<file path="config.mk">
export PLATFORM = sky130hd
export DESIGN_NAME = shadow_ctrl
export DESIGN_NICKNAME = d
export VERILOG_FILES = /design/src/rtl/shadow_ctrl_pkg.sv /design/src/rtl/shadow_ctrl_bytedec.sv /design/src/rtl/shadow_ctrl_longdec.sv /design/src/rtl/shadow_ctrl_seq.sv /design/src/rtl/shadow_ctrl.sv
export SDC_FILE = /design/constraint.sdc
export NUM_CORES = 1
export LEC_CHECK = 0
export CORE_AREA = 2 2 58 60
export DETAILED_ROUTE_END_ITERATION = 12
export DIE_AREA = 0 0 60 62
export GPL_TIMING_DRIVEN = 0
export PLACE_DENSITY_LB_ADDON = 0.1
export SLEW_MARGIN = 20
export SYNTH_ARGS = -nofsm -noshare
export SYNTH_HDL_FRONTEND = slang
export SYNTH_HIERARCHICAL = 1
export SYNTH_SLANG_ARGS = --single-unit
</file>
<file path="constraint.sdc">
create_clock -name clk -period 1.6 [get_ports clk]
set_input_delay 0.16 -clock clk [delete_from_list [all_inputs] [get_ports clk]]
set_output_delay 0.16 -clock clk [all_outputs]
set_load 0.05 [all_outputs]
</file>
<file path="src/rtl/shadow_ctrl_pkg.sv">
// Package: shared encodings for the packed-instruction sequencer.
// Assumes an instruction byte is opcode | left select | right select.
package shadow_ctrl_pkg;

    localparam int OPC_W = 4;
    localparam int SEL_W = 2;
    localparam int ALU_W = 4;

    // Short opcodes (opcode field of either byte)
    localparam logic [OPC_W-1:0] OP_NOP   = 4'd0;
    localparam logic [OPC_W-1:0] OP_MOV   = 4'd1;
    localparam logic [OPC_W-1:0] OP_ADD   = 4'd2;
    localparam logic [OPC_W-1:0] OP_SUB   = 4'd3;
    localparam logic [OPC_W-1:0] OP_AND   = 4'd4;
    localparam logic [OPC_W-1:0] OP_OR    = 4'd5;
    localparam logic [OPC_W-1:0] OP_NOT   = 4'd6;
    localparam logic [OPC_W-1:0] OP_SHL   = 4'd7;
    localparam logic [OPC_W-1:0] OP_SHR   = 4'd8;
    localparam logic [OPC_W-1:0] OP_CMP   = 4'd9;
    localparam logic [OPC_W-1:0] OP_MUL   = 4'd10;
    localparam logic [OPC_W-1:0] OP_WPADD = 4'd11;
    localparam logic [OPC_W-1:0] OP_FCLR  = 4'd12;
    localparam logic [OPC_W-1:0] OP_STORE = 4'd13;
    localparam logic [OPC_W-1:0] OP_HALT  = 4'd14;
    localparam logic [OPC_W-1:0] OP_LONG  = 4'd15;

    // Long-form actions (right field of a long instruction)
    localparam logic [SEL_W-1:0] LF_LDI = 2'd0;
    localparam logic [SEL_W-1:0] LF_JMP = 2'd1;
    localparam logic [SEL_W-1:0] LF_JZ  = 2'd2;
    localparam logic [SEL_W-1:0] LF_JC  = 2'd3;

    typedef enum logic [3:0] {
        ST_RESET,
        ST_FETCH,
        ST_MWAIT,
        ST_LATCH,
        ST_DEC_HI,
        ST_EXEC_LONG,
        ST_EXEC_HI,
        ST_DEC_LO,
        ST_EXEC_LO,
        ST_PC_ADV,
        ST_HALT
    } ctl_state_e;

    typedef enum logic [1:0] {
        HK_ZERO,
        HK_SHORT,
        HK_LONG,
        HK_HALT
    } half_kind_e;

    typedef struct packed {
        logic             mem_rd;
        logic             mem_wr;
        logic             addr_from_reg;
        logic             ir_load;
        logic             pc_clr;
        logic             pc_inc;
        logic             pc_load;
        logic             rf_wr;
        logic             rf_imm_sel;
        logic [SEL_W-1:0] rf_left;
        logic [SEL_W-1:0] rf_right;
        logic             wp_clr;
        logic             wp_add;
        logic [ALU_W-1:0] alu_op;
        logic             flags_ld;
        logic             flags_clr;
    } ctl_bus_t;

endpackage

</file>
<file path="src/rtl/shadow_ctrl_bytedec.sv">
// Module: decodes one instruction byte into its kind and its execute strobes.
// Assumes HALF_W = OPC_W + 2*SEL_W; the strobes are used only in an execute state.
module shadow_ctrl_bytedec
    import shadow_ctrl_pkg::*;
#(
    parameter int HALF_W = 8
) (
    input  logic [HALF_W-1:0] half_i,
    output half_kind_e        kind_o,
    output ctl_bus_t          ctl_o
);

    localparam int OPC_LSB  = HALF_W - OPC_W;
    localparam int LEFT_LSB = SEL_W;

    logic [OPC_W-1:0] opc;
    assign opc = half_i[OPC_LSB +: OPC_W];

    // Purpose: classify the byte for the sequencer.
    always_comb begin
        if (half_i == '0)        kind_o = HK_ZERO;
        else if (opc == OP_HALT) kind_o = HK_HALT;
        else if (opc == OP_LONG) kind_o = HK_LONG;
        else                     kind_o = HK_SHORT;
    end

    // Purpose: build the execute-cycle strobes for a short opcode.
    always_comb begin
        ctl_o          = '0;
        ctl_o.rf_left  = half_i[LEFT_LSB +: SEL_W];
        ctl_o.rf_right = half_i[0 +: SEL_W];
        unique case (opc)
            OP_MOV: begin
                ctl_o.rf_wr  = 1'b1;
                ctl_o.alu_op = opc;
            end
            OP_ADD, OP_SUB, OP_AND, OP_OR, OP_NOT, OP_SHL, OP_SHR, OP_MUL: begin
                ctl_o.rf_wr    = 1'b1;
                ctl_o.alu_op   = opc;
                ctl_o.flags_ld = 1'b1;
            end
            OP_CMP: begin
                ctl_o.alu_op   = opc;
                ctl_o.flags_ld = 1'b1;
            end
            OP_WPADD: ctl_o.wp_add    = 1'b1;
            OP_FCLR:  ctl_o.flags_clr = 1'b1;
            OP_STORE: begin
                ctl_o.mem_wr        = 1'b1;
                ctl_o.addr_from_reg = 1'b1;
            end
            default: ;
        endcase
    end

endmodule

</file>
<file path="src/rtl/shadow_ctrl_longdec.sv">
// Module: decodes the long form from its select fields and the flags.
// Assumes the immediate is routed by the datapath; only the action is decided here.
module shadow_ctrl_longdec
    import shadow_ctrl_pkg::*;
(
    input  logic [2*SEL_W-1:0] sel_i,
    input  logic               flag_z_i,
    input  logic               flag_c_i,
    output ctl_bus_t           ctl_o,
    output logic               taken_o
);

    logic [SEL_W-1:0] action;
    assign action = sel_i[0 +: SEL_W];

    // Purpose: decide whether the long instruction redirects the PC.
    always_comb begin
        unique case (action)
            LF_JMP:  taken_o = 1'b1;
            LF_JZ:   taken_o = flag_z_i;
            LF_JC:   taken_o = flag_c_i;
            default: taken_o = 1'b0;
        endcase
    end

    // Purpose: build the long-execute strobes.
    always_comb begin
        ctl_o            = '0;
        ctl_o.rf_left    = sel_i[SEL_W +: SEL_W];
        ctl_o.rf_right   = action;
        ctl_o.rf_wr      = (action == LF_LDI);
        ctl_o.rf_imm_sel = (action == LF_LDI);
        ctl_o.pc_load    = taken_o;
    end

endmodule

</file>
<file path="src/rtl/shadow_ctrl_seq.sv">
// Module: eleven-state sequencer with one memory wait and a shadow slot.
// Assumes the instruction register is valid from the upper-decode state on.
module shadow_ctrl_seq
    import shadow_ctrl_pkg::*;
(
    input  logic       clk,
    input  logic       rst_n,
    input  half_kind_e hi_kind_i,
    input  half_kind_e lo_kind_i,
    input  logic       jump_taken_i,
    output ctl_state_e state_o
);

    ctl_state_e state_q, state_d;

    // Purpose: state register with synchronous active-low reset.
    always_ff @(posedge clk) begin
        if (!rst_n) state_q <= ST_RESET;
        else        state_q <= state_d;
    end

    // Purpose: next-state selection.
    always_comb begin
        state_d = state_q;
        unique case (state_q)
            ST_RESET:  state_d = ST_FETCH;
            ST_FETCH:  state_d = ST_MWAIT;
            ST_MWAIT:  state_d = ST_LATCH;
            ST_LATCH:  state_d = ST_DEC_HI;
            ST_DEC_HI: begin
                unique case (hi_kind_i)
                    HK_HALT: state_d = ST_HALT;
                    HK_LONG: state_d = ST_EXEC_LONG;
                    default: state_d = ST_EXEC_HI;
                endcase
            end
            ST_EXEC_LONG: state_d = jump_taken_i ? ST_FETCH : ST_PC_ADV;
            ST_EXEC_HI:   state_d = ST_DEC_LO;
            ST_DEC_LO: begin
                unique case (lo_kind_i)
                    HK_ZERO: state_d = ST_PC_ADV;
                    HK_HALT: state_d = ST_HALT;
                    default: state_d = ST_EXEC_LO;
                endcase
            end
            ST_EXEC_LO: state_d = ST_PC_ADV;
            ST_PC_ADV:  state_d = ST_FETCH;
            ST_HALT:    state_d = ST_HALT;
            default:    state_d = ST_RESET;
        endcase
    end

    assign state_o = state_q;

    // halt is left only through reset
    assert_halt_sticky_R9: assert property (@(posedge clk) disable iff (!rst_n)
        (state_q == ST_HALT) |=> (state_q == ST_HALT));

    // an all-zero lower byte goes straight to the PC step
    assert_shadow_skip_R5: assert property (@(posedge clk) disable iff (!rst_n)
        (state_q == ST_DEC_LO && lo_kind_i == HK_ZERO) |=> (state_q == ST_PC_ADV));

    // a long upper byte gets the long execute cycle
    assert_long_path_R7: assert property (@(posedge clk) disable iff (!rst_n)
        (state_q == ST_DEC_HI && hi_kind_i == HK_LONG) |=> (state_q == ST_EXEC_LONG));

endmodule

</file>
<file path="src/rtl/shadow_ctrl.sv">
// Module: top of the packed-instruction controller; decodes strobes per state.
// Assumes the datapath latches the bus into ir_q on an ir_load cycle.
module shadow_ctrl
    import shadow_ctrl_pkg::*;
#(
    parameter int WORD_W = 16
) (
    input  logic             clk,
    input  logic             rst_n,
    input  logic [WORD_W-1:0] ir_q,
    input  logic             flag_z,
    input  logic             flag_c,
    output logic             mem_rd,
    output logic             mem_wr,
    output logic             addr_from_reg,
    output logic             ir_load,
    output logic             pc_clr,
    output logic             pc_inc,
    output logic             pc_load,
    output logic             rf_wr,
    output logic             rf_imm_sel,
    output logic [1:0]       rf_left,
    output logic [1:0]       rf_right,
    output logic             wp_clr,
    output logic             wp_add,
    output logic [3:0]       alu_op,
    output logic             flags_ld,
    output logic             flags_clr
);

    localparam int HALF_W = WORD_W / 2;
    localparam int N_HALF = 2;
    localparam int HI     = 1;
    localparam int LO     = 0;

    half_kind_e kind   [N_HALF];
    ctl_bus_t   half_ctl [N_HALF];
    ctl_bus_t   long_ctl;
    ctl_bus_t   ctl;
    logic       jump_taken;
    ctl_state_e state;

    // One decoder per byte of the word
    for (genvar g = 0; g < N_HALF; g++) begin : g_half
        shadow_ctrl_bytedec #(.HALF_W(HALF_W)) u_dec (
            .half_i (ir_q[g*HALF_W +: HALF_W]),
            .kind_o (kind[g]),
            .ctl_o  (half_ctl[g])
        );
    end

    shadow_ctrl_longdec u_long (
        .sel_i    (ir_q[HALF_W +: 2*SEL_W]),
        .flag_z_i (flag_z),
        .flag_c_i (flag_c),
        .ctl_o    (long_ctl),
        .taken_o  (jump_taken)
    );

    shadow_ctrl_seq u_seq (
        .clk          (clk),
        .rst_n        (rst_n),
        .hi_kind_i    (kind[HI]),
        .lo_kind_i    (kind[LO]),
        .jump_taken_i (jump_taken),
        .state_o      (state)
    );

    // Purpose: pick the strobe set that belongs to the current state.
    always_comb begin
        ctl = '0;
        unique case (state)
            ST_RESET: begin
                ctl.pc_clr    = 1'b1;
                ctl.wp_clr    = 1'b1;
                ctl.flags_clr = 1'b1;
            end
            ST_FETCH, ST_MWAIT: ctl.mem_rd = 1'b1;
            ST_LATCH: begin
                ctl.mem_rd  = 1'b1;
                ctl.ir_load = 1'b1;
            end
            ST_EXEC_LONG: ctl = long_ctl;
            ST_EXEC_HI:   ctl = half_ctl[HI];
            ST_EXEC_LO:   ctl = half_ctl[LO];
            ST_PC_ADV:    ctl.pc_inc = 1'b1;
            default: ;
        endcase
    end

    assign mem_rd        = ctl.mem_rd;
    assign mem_wr        = ctl.mem_wr;
    assign addr_from_reg = ctl.addr_from_reg;
    assign ir_load       = ctl.ir_load;
    assign pc_clr        = ctl.pc_clr;
    assign pc_inc        = ctl.pc_inc;
    assign pc_load       = ctl.pc_load;
    assign rf_wr         = ctl.rf_wr;
    assign rf_imm_sel    = ctl.rf_imm_sel;
    assign rf_left       = ctl.rf_left;
    assign rf_right      = ctl.rf_right;
    assign wp_clr        = ctl.wp_clr;
    assign wp_add        = ctl.wp_add;
    assign alu_op        = ctl.alu_op;
    assign flags_ld      = ctl.flags_ld;
    assign flags_clr     = ctl.flags_clr;

    // the latch cycle follows two read cycles (one wait state)
    assert_wait_state_R2: assert property (@(posedge clk) disable iff (!rst_n)
        ir_load |-> ($past(mem_rd) && $past(mem_rd, 2) && !$past(ir_load)));

    // never two PC actions at once
    assert_pc_single_R11: assert property (@(posedge clk) disable iff (!rst_n)
        $onehot0({pc_clr, pc_inc, pc_load}));

    // a PC step is followed by a fresh fetch
    assert_fetch_after_step_R4: assert property (@(posedge clk) disable iff (!rst_n)
        pc_inc |=> (mem_rd && !ir_load && !pc_inc));

    // halt keeps every strobe inactive
    assert_halt_quiet_R9: assert property (@(posedge clk) disable iff (!rst_n)
        (state == ST_HALT) |-> (ctl == '0));

    // register selects idle outside execute states
    assert_fields_idle_R10: assert property (@(posedge clk) disable iff (!rst_n)
        !(state inside {ST_EXEC_LONG, ST_EXEC_HI, ST_EXEC_LO}) |-> (rf_left == '0 && rf_right == '0));

endmodule

</file>
==> results of run 1 <==
[layout by cell type, fill, tap and decap left out, types with 3 or more instances in the layout]
master,n
buf_4,57
buf_6,28
conb_1,28
a222oi_1,15
nor2_1,15
inv_2,11
buf_8,9
inv_1,9
clkdlybuf4s50_1,9
nand2_1,7
dlygate4sd2_1,6
nor3_1,5
nand2b_1,4
nand3_1,4
a21oi_1,4
a221o_1,4
a21oi_2,4
o21ai_0,4
o21a_1,4
clkbuf_4,3
nor2b_1,3
nor4_1,3
[layer usage]
metal / vias to the layer above / wire (um) / track usage, %
met3: 0 / 153 / 1.863
met4: 0 / 0 / 5.397
met2: 32 / 1964 / 35.56
met5: - / 0 / 0
met1: 711 / 1704 / 27.39
li1: 809 / - / -
[repair_timing]
item                       4_1_cts  5_1_grt
pin swaps                       19       14
setup buffers                   12        4
cloned                           2        0
gates resized for setup        163       28
setup endpoints to repair       23       21
[logic make-up (layout without fill, tap and decap cells)]
| group | Yosys count | count (layout) | share of synthesized area, % |
|---|---|---|---|
| buffers and inverters | 79 | 134 | 37.73 |
| other | 3 | 28 | 0.7751 |
| muxes | 2 | 2 | 1.378 |
| and+or+nand+nor | 62 | 62 | 27.39 |
| DFF | 4 | 4 | 5.513 |
| AOI/OAI and AO/OA | 50 | 50 | 27.22 |
[how the worst max path moves through the flow]
| stage | startpoint | endpoint | depth (start not counted) |
|---|---|---|---|
| after floorplan | u_seq/state_o[1] | flags_clr | 3 |
| after global placement | ir_q[14] | mem_wr | 7 |
| after detailed placement | ir_q[14] | mem_wr | 7 |
| after CTS | u_seq/state_o[1] | rf_right[0] | 6 |
| after global routing | u_seq/state_o[1] | alu_op[3] | 6 |
| final | u_seq/state_o[1] | mem_wr | 6 |
[cell type report]
type / count / area (sq um)
timing repair buffer: 54 / 560.5
buffer: 57 / 470.5
multi-input combinational: 142 / 972.2
fill: 279 / 932.1
clock buffer: 3 / 22.52
tap: 46 / 57.56
sequential: 4 / 88.84
inverter: 20 / 75.07
[power by group]
group / switching, mW / internal (mW)
sequential: 0.0155 / 0.115
combinational: 0.493 / 0.450
clock: 0.0364 / 0.0836
total: 0.544 / 0.649
[stage by stage]
step / setup slack [ns] / util [%] / instances / cell area [sq um] / hold WS [ns]
after floorplan: 0.0002128 / - / 225 / 1548 / 0.3171
after global placement: -0.8301 / 61.83 / 307 / 1966 / 0.6067
after detailed placement: -0.8052 / 61.83 / 307 / 1966 / 0.5917
after CTS: -0.2491 / 67.73 / 324 / 2153 / 0.4985
after global routing: -0.2531 / 70.68 / 326 / 2247 / 0.5411
final: -0.1970 / 70.68 / 326 / 2247 / 0.5302
==> impl_metrics.env, run 1 <==
export IMPL_setup_viol=18
export IMPL_grt_pass1_vias=1364
export IMPL_critPathTopFamily="buffers and inverters"
export IMPL_grt_overflow=0
export IMPL_fmax_mhz=556.5
export IMPL_clock_latency_ns=0.23
export IMPL_end_kind="output port"
export IMPL_hp_class="in2reg"
export IMPL_cp_common_cell="buf_6"
export IMPL_path_max_fanout=4
export IMPL_routed_via_density=4.761
export IMPL_antenna_found_initial=0
export IMPL_fin_crit_sh_pct=112.3
export IMPL_synth_top_area_share_pct=23.26
export IMPL_violations="negative setup slack"
export IMPL_die_y_um=62
export IMPL_postRouteAntennaNets=0
export IMPL_postSynthAreaPerCell_sq_um=7.263
export IMPL_path_class="reg2out"
export IMPL_outcome="finished, violations left"
export IMPL_path_buf_inv=4
export IMPL_reg2reg_slack_ns=0.37
export IMPL_drive_gt1_share_pct=47.50
export IMPL_start_util_pct=45.69
export IMPL_antenna_cells=0
export IMPL_synth_common_cells="buf_4 (45), inv_1 (18), a222oi_1 (15), nor2_1 (15), buf_6 (10)"
export IMPL_critPathSlowestCell="a222oi_1"
export IMPL_rsz0062_at_grt="yes"
export IMPL_drv_slew=0
export IMPL_min_to="u_seq/state_o[2]"
export IMPL_fin_crit_ns=1.797
export IMPL_wl_per_cell_um=11.72
export IMPL_required_ns=1.44
export IMPL_vdd_drop_max_uv=600.6
export IMPL_drtIter0Drc=88
export IMPL_grt_max_degree=11
export IMPL_max_stage_delay_ns=0.40
export IMPL_clk_path_buf_depth=2
export IMPL_dieArea_sq_um=3720
export IMPL_dieWidth_um=60
export IMPL_drc=0
export IMPL_cp_data_arrival_time_ns=1.64
export IMPL_synth_edf_count=0
export IMPL_htree_levels=1
export IMPL_crit_chain="buf_6, and4bb_4, buf_6, a222oi_1, inv_2, buf_8"
export IMPL_clkSinkCount=4
export IMPL_hp_start="rst_n"
export IMPL_tritoncts="done"
export IMPL_whs_path_depth=2
export IMPL_reg2reg_to="u_seq/state_o[1]"
export IMPL_final_nets=302
export IMPL_std_cell_rows=21
export IMPL_ys_flop_type="dfxtp_1"
export IMPL_root_buffer="clkbuf_4"
export IMPL_fin_setup_tns_ns=-2.695
export IMPL_clk_pin_slew_ns=0.03
export IMPL_p_leak_nw=1.124
export IMPL_num_io_pins=41
export IMPL_rr_startpoint="u_seq/state_o[2]"
export IMPL_yosysSeqAreaShare_pct=5.512
export IMPL_synth_async_sr_flop_share_pct=0
export IMPL_dr_pass1_iters=5
export IMPL_netlist_area_sq_um=1453
export IMPL_synth_cell_types=46
export IMPL_p_per_area_nw_per_um2=531.0
export IMPL_synth_seq_cells=4
export IMPL_yosys_area_top_type="buf_4"
export IMPL_largest_reg_flops=4
export IMPL_report_power_total_mw=1.193
export IMPL_cts_buffers=3
export IMPL_startpoint_type="flip-flop"
export IMPL_cts_hold_buf=0
export IMPL_final_hold_viol_count=0
export IMPL_areaGrowthSynthToFinish_pct=54.69
export IMPL_skew_ns=0.0002680
export IMPL_grt_usage_pct=20.53
export IMPL_syn_inst=200
export IMPL_synth_most_common_cell="buf_4"
export IMPL_vias=1552
export IMPL_setup_slack_ns=-0.1970
export IMPL_core_area_sq_um=3179
export IMPL_place_gp_congestion=0.8016
export IMPL_drt_wl_total_um=3821
export IMPL_synthTopCellsByArea="buf_4 (23%), a222oi_1 (10%), buf_6 (7.8%), dfxtp_1 (5.5%), inv_1 (4.7%)"
export IMPL_grt_pass1_wl_um=5906
export IMPL_max_cap_viol_count=0
export IMPL_rr_worst_depth=6
export IMPL_hpwlAfterDp_um=2651
export IMPL_synth_warnings=6
export IMPL_portBuffers=36
Note: power is estimated with default switching activity, not from simulation.
==> run 2: changes to the inputs <==
==> constraint.sdc (replaced) <==
create_clock -name clk -period 1.6 [get_ports clk]
set_input_delay 0.32 -clock clk [delete_from_list [all_inputs] [get_ports clk]]
set_output_delay 0.32 -clock clk [all_outputs]
set_load 0.05 [all_outputs]
==> run 2 against run 1 <==
Against the previous run:
- the flow still finishes with violations (negative setup slack)
- final area grew 7.6%
- routed wire length grew 6.9%
- core utilization grew 5.4 points
- critical path type unchanged
- non-clock buffer count grew 10
==> impl_metrics.env, run 2 (synthesized netlist as in run 1, its figures left out) <==
export IMPL_dp_worst_setup_slack_ns=-1.174
export IMPL_holdWs_ns=0.5794
export IMPL_antenna_cells=0
export IMPL_hpwlAfterDp_um=2603
export IMPL_largest_reg_flops=4
export IMPL_postRouteAntennaNets=0
export IMPL_wl_per_cell_um=12.12
export IMPL_drt_wl_total_um=4084
export IMPL_fin_setup_tns_ns=-6.470
export IMPL_tritoncts="done"
export IMPL_fin_crit_sh_pct=123.8
export IMPL_outcome="finished, violations left"
export IMPL_dr_pass1_iters=5
export IMPL_report_power_total_mw=1.347
export IMPL_drive_gt1_share_pct=56.36
export IMPL_critPathLaunch="u_seq/state_o[1]"
export IMPL_rr_worst_depth=6
export IMPL_grt_max_degree=11
export IMPL_power_switching_mw=0.5939
export IMPL_cts_hold_buf=0
export IMPL_fin_util_pct=76.07
export IMPL_routed_via_density=4.783
export IMPL_antenna_found_initial=0
export IMPL_instances_no_fill=337
export IMPL_vdd_drop_max_uv=484.7
export IMPL_fin_crit_ns=1.981
export IMPL_crit_chain="buf_6, and4bb_4, buf_8, a222oi_1, inv_2, buf_8"
export IMPL_start_util_pct=45.69
export IMPL_required_ns=1.28
export IMPL_rsz0062_at_grt="yes"
export IMPL_drc=0
export IMPL_hp_class="reg2reg"
export IMPL_startpoint_type="flip-flop"
export IMPL_root_buffer="clkbuf_4"
export IMPL_dp_cells=307
export IMPL_p_per_area_nw_per_um2=557.0
export IMPL_grt_pass1_wl_um=6237
export IMPL_path_class="reg2out"
export IMPL_clk_pin_slew_ns=0.04
export IMPL_portBuffers=36
export IMPL_cp_data_arrival_time_ns=1.66
export IMPL_num_io_pins=41
export IMPL_critPathSlowestCell="a222oi_1"
export IMPL_p_leak_nw=1.208
export IMPL_final_common_cell="buf_4"
export IMPL_reg2reg_to="u_seq/state_o[0]"
export IMPL_end_kind="output port"
export IMPL_drv_slew=0
export IMPL_dieArea_sq_um=3720
export IMPL_max_cap_viol_count=0
export IMPL_cts_buffers=3
export IMPL_final_nets=312
export IMPL_grt_pass1_vias=1421
export IMPL_design_area_sq_um=2419
export IMPL_p_int_mw=0.7533
export IMPL_skew_ns=0.007066
export IMPL_place_gp_congestion=0.8206
export IMPL_std_cell_rows=21
export IMPL_clock_power_share_pct=10.1
export IMPL_placed_cell_area_sq_um=1976
export IMPL_clkSinkCount=4
export IMPL_clk_path_buf_depth=2
export IMPL_rr_startpoint="u_seq/state_o[1]"
export IMPL_most_common_layout_cells="buf_4 (63), buf_6 (28), conb_1 (28)"
export IMPL_die_y_um=62
export IMPL_seqPwrFrac_pct=9.8
export IMPL_path_max_fanout=5
export IMPL_final_hold_viol_count=0
export IMPL_clock_latency_ns=0.24
export IMPL_setup_slack_ns=-0.3807
export IMPL_cp_common_cell="buf_8"
export IMPL_violations="negative setup slack"
export IMPL_max_stage_delay_ns=0.41
export IMPL_grt_usage_pct=21.77
export IMPL_fmax_mhz=504.9
export IMPL_combPwrFrac_pct=80.1
export IMPL_areaGrowthSynthToFinish_pct=66.49
export IMPL_drtIter0Drc=106
export IMPL_htree_levels=1
export IMPL_endpoint="addr_from_reg"
export IMPL_fillers=246
export IMPL_vias=1612
export IMPL_dieWidth_um=60
export IMPL_setup_viol=21
export IMPL_core_area_sq_um=3179
export IMPL_grt_overflow=0
export IMPL_switching_share_pct=44.08
export IMPL_reg2reg_slack_ns=0.27
## run 2: cell types whose count changed in the layout (fill, tap and decap cells not counted), sizes merged
| cell | previous run | this run |
|---|---|---|
| clkbuf | 3 | 7 |
| clkdlybuf4s50 | 9 | 6 |
| dlygate4sd2 | 6 | 5 |
| dlymetal6s2s | 0 | 1 |
| buf | 96 | 105 |
| clkdlybuf4s15 | 0 | 1 |
## run 2: how the worst min path moves through the flow
stage / startpoint / end / slack, ns / cells past startpoint
after floorplan: rst_n / u_seq/state_o[2] / 0.48 / 1
after global placement: u_seq/state_o[3] / u_seq/state_o[2] / 0.54 / 1
after detailed placement: u_seq/state_o[3] / u_seq/state_o[2] / 0.53 / 1
after CTS: u_seq/state_o[3] / u_seq/state_o[2] / 0.59 / 2
after global routing: u_seq/state_o[3] / u_seq/state_o[2] / 0.60 / 2
final: u_seq/state_o[3] / u_seq/state_o[2] / 0.58 / 2
## run 2: layer usage
layer / track usage [%] / vias up / wire length, um
li1: - / 834 / -
met1: 27.60 / 738 / 1823
met2: 40.84 / 38 / 2141
met3: 1.449 / 2 / 112
met4: 3.810 / 0 / 7
met5: 0 / - / 0
## run 2: final cells by class
class / count / area, sq um / area share, %
plain buffers: 57 / 474.2 / 19.61
clock buffers: 4 / 26.28 / 1.086
inverters: 20 / 75.07 / 3.104
multi-input cells: 142 / 1031 / 42.63
flip-flops and latches: 4 / 90.09 / 3.725
well taps: 46 / 57.56 / 2.380
repair buffers: 64 / 664.4 / 27.47
## run 2: power by group through the flow
stage	Combinational, mW	Sequential [mW]	Clock (mW)
after floorplan	0.624	0.131	0
after global placement	0.824	0.135	0
after detailed placement	0.825	0.135	0
after CTS	1.00	0.132	0.144
after global routing	1.14	0.134	0.148
final	1.08	0.133	0.136
## run 2: repair_timing
action | in CTS | in global routing
gates cloned | 1 | 0
setup endpoints to repair | 25 | 24
buffers inserted | 21 | 6
pin swaps | 25 | 23
resized for setup | 188 | 29
## run 2: critical path: cells and delay by family, from the launching register on
family / cells / cell delay [ns]
AOI/OAI and AO/OA: 1 / 0.41
DFF: 1 / 0.32
buffers and inverters: 4 / 0.48
and+or+nand+nor: 1 / 0.22
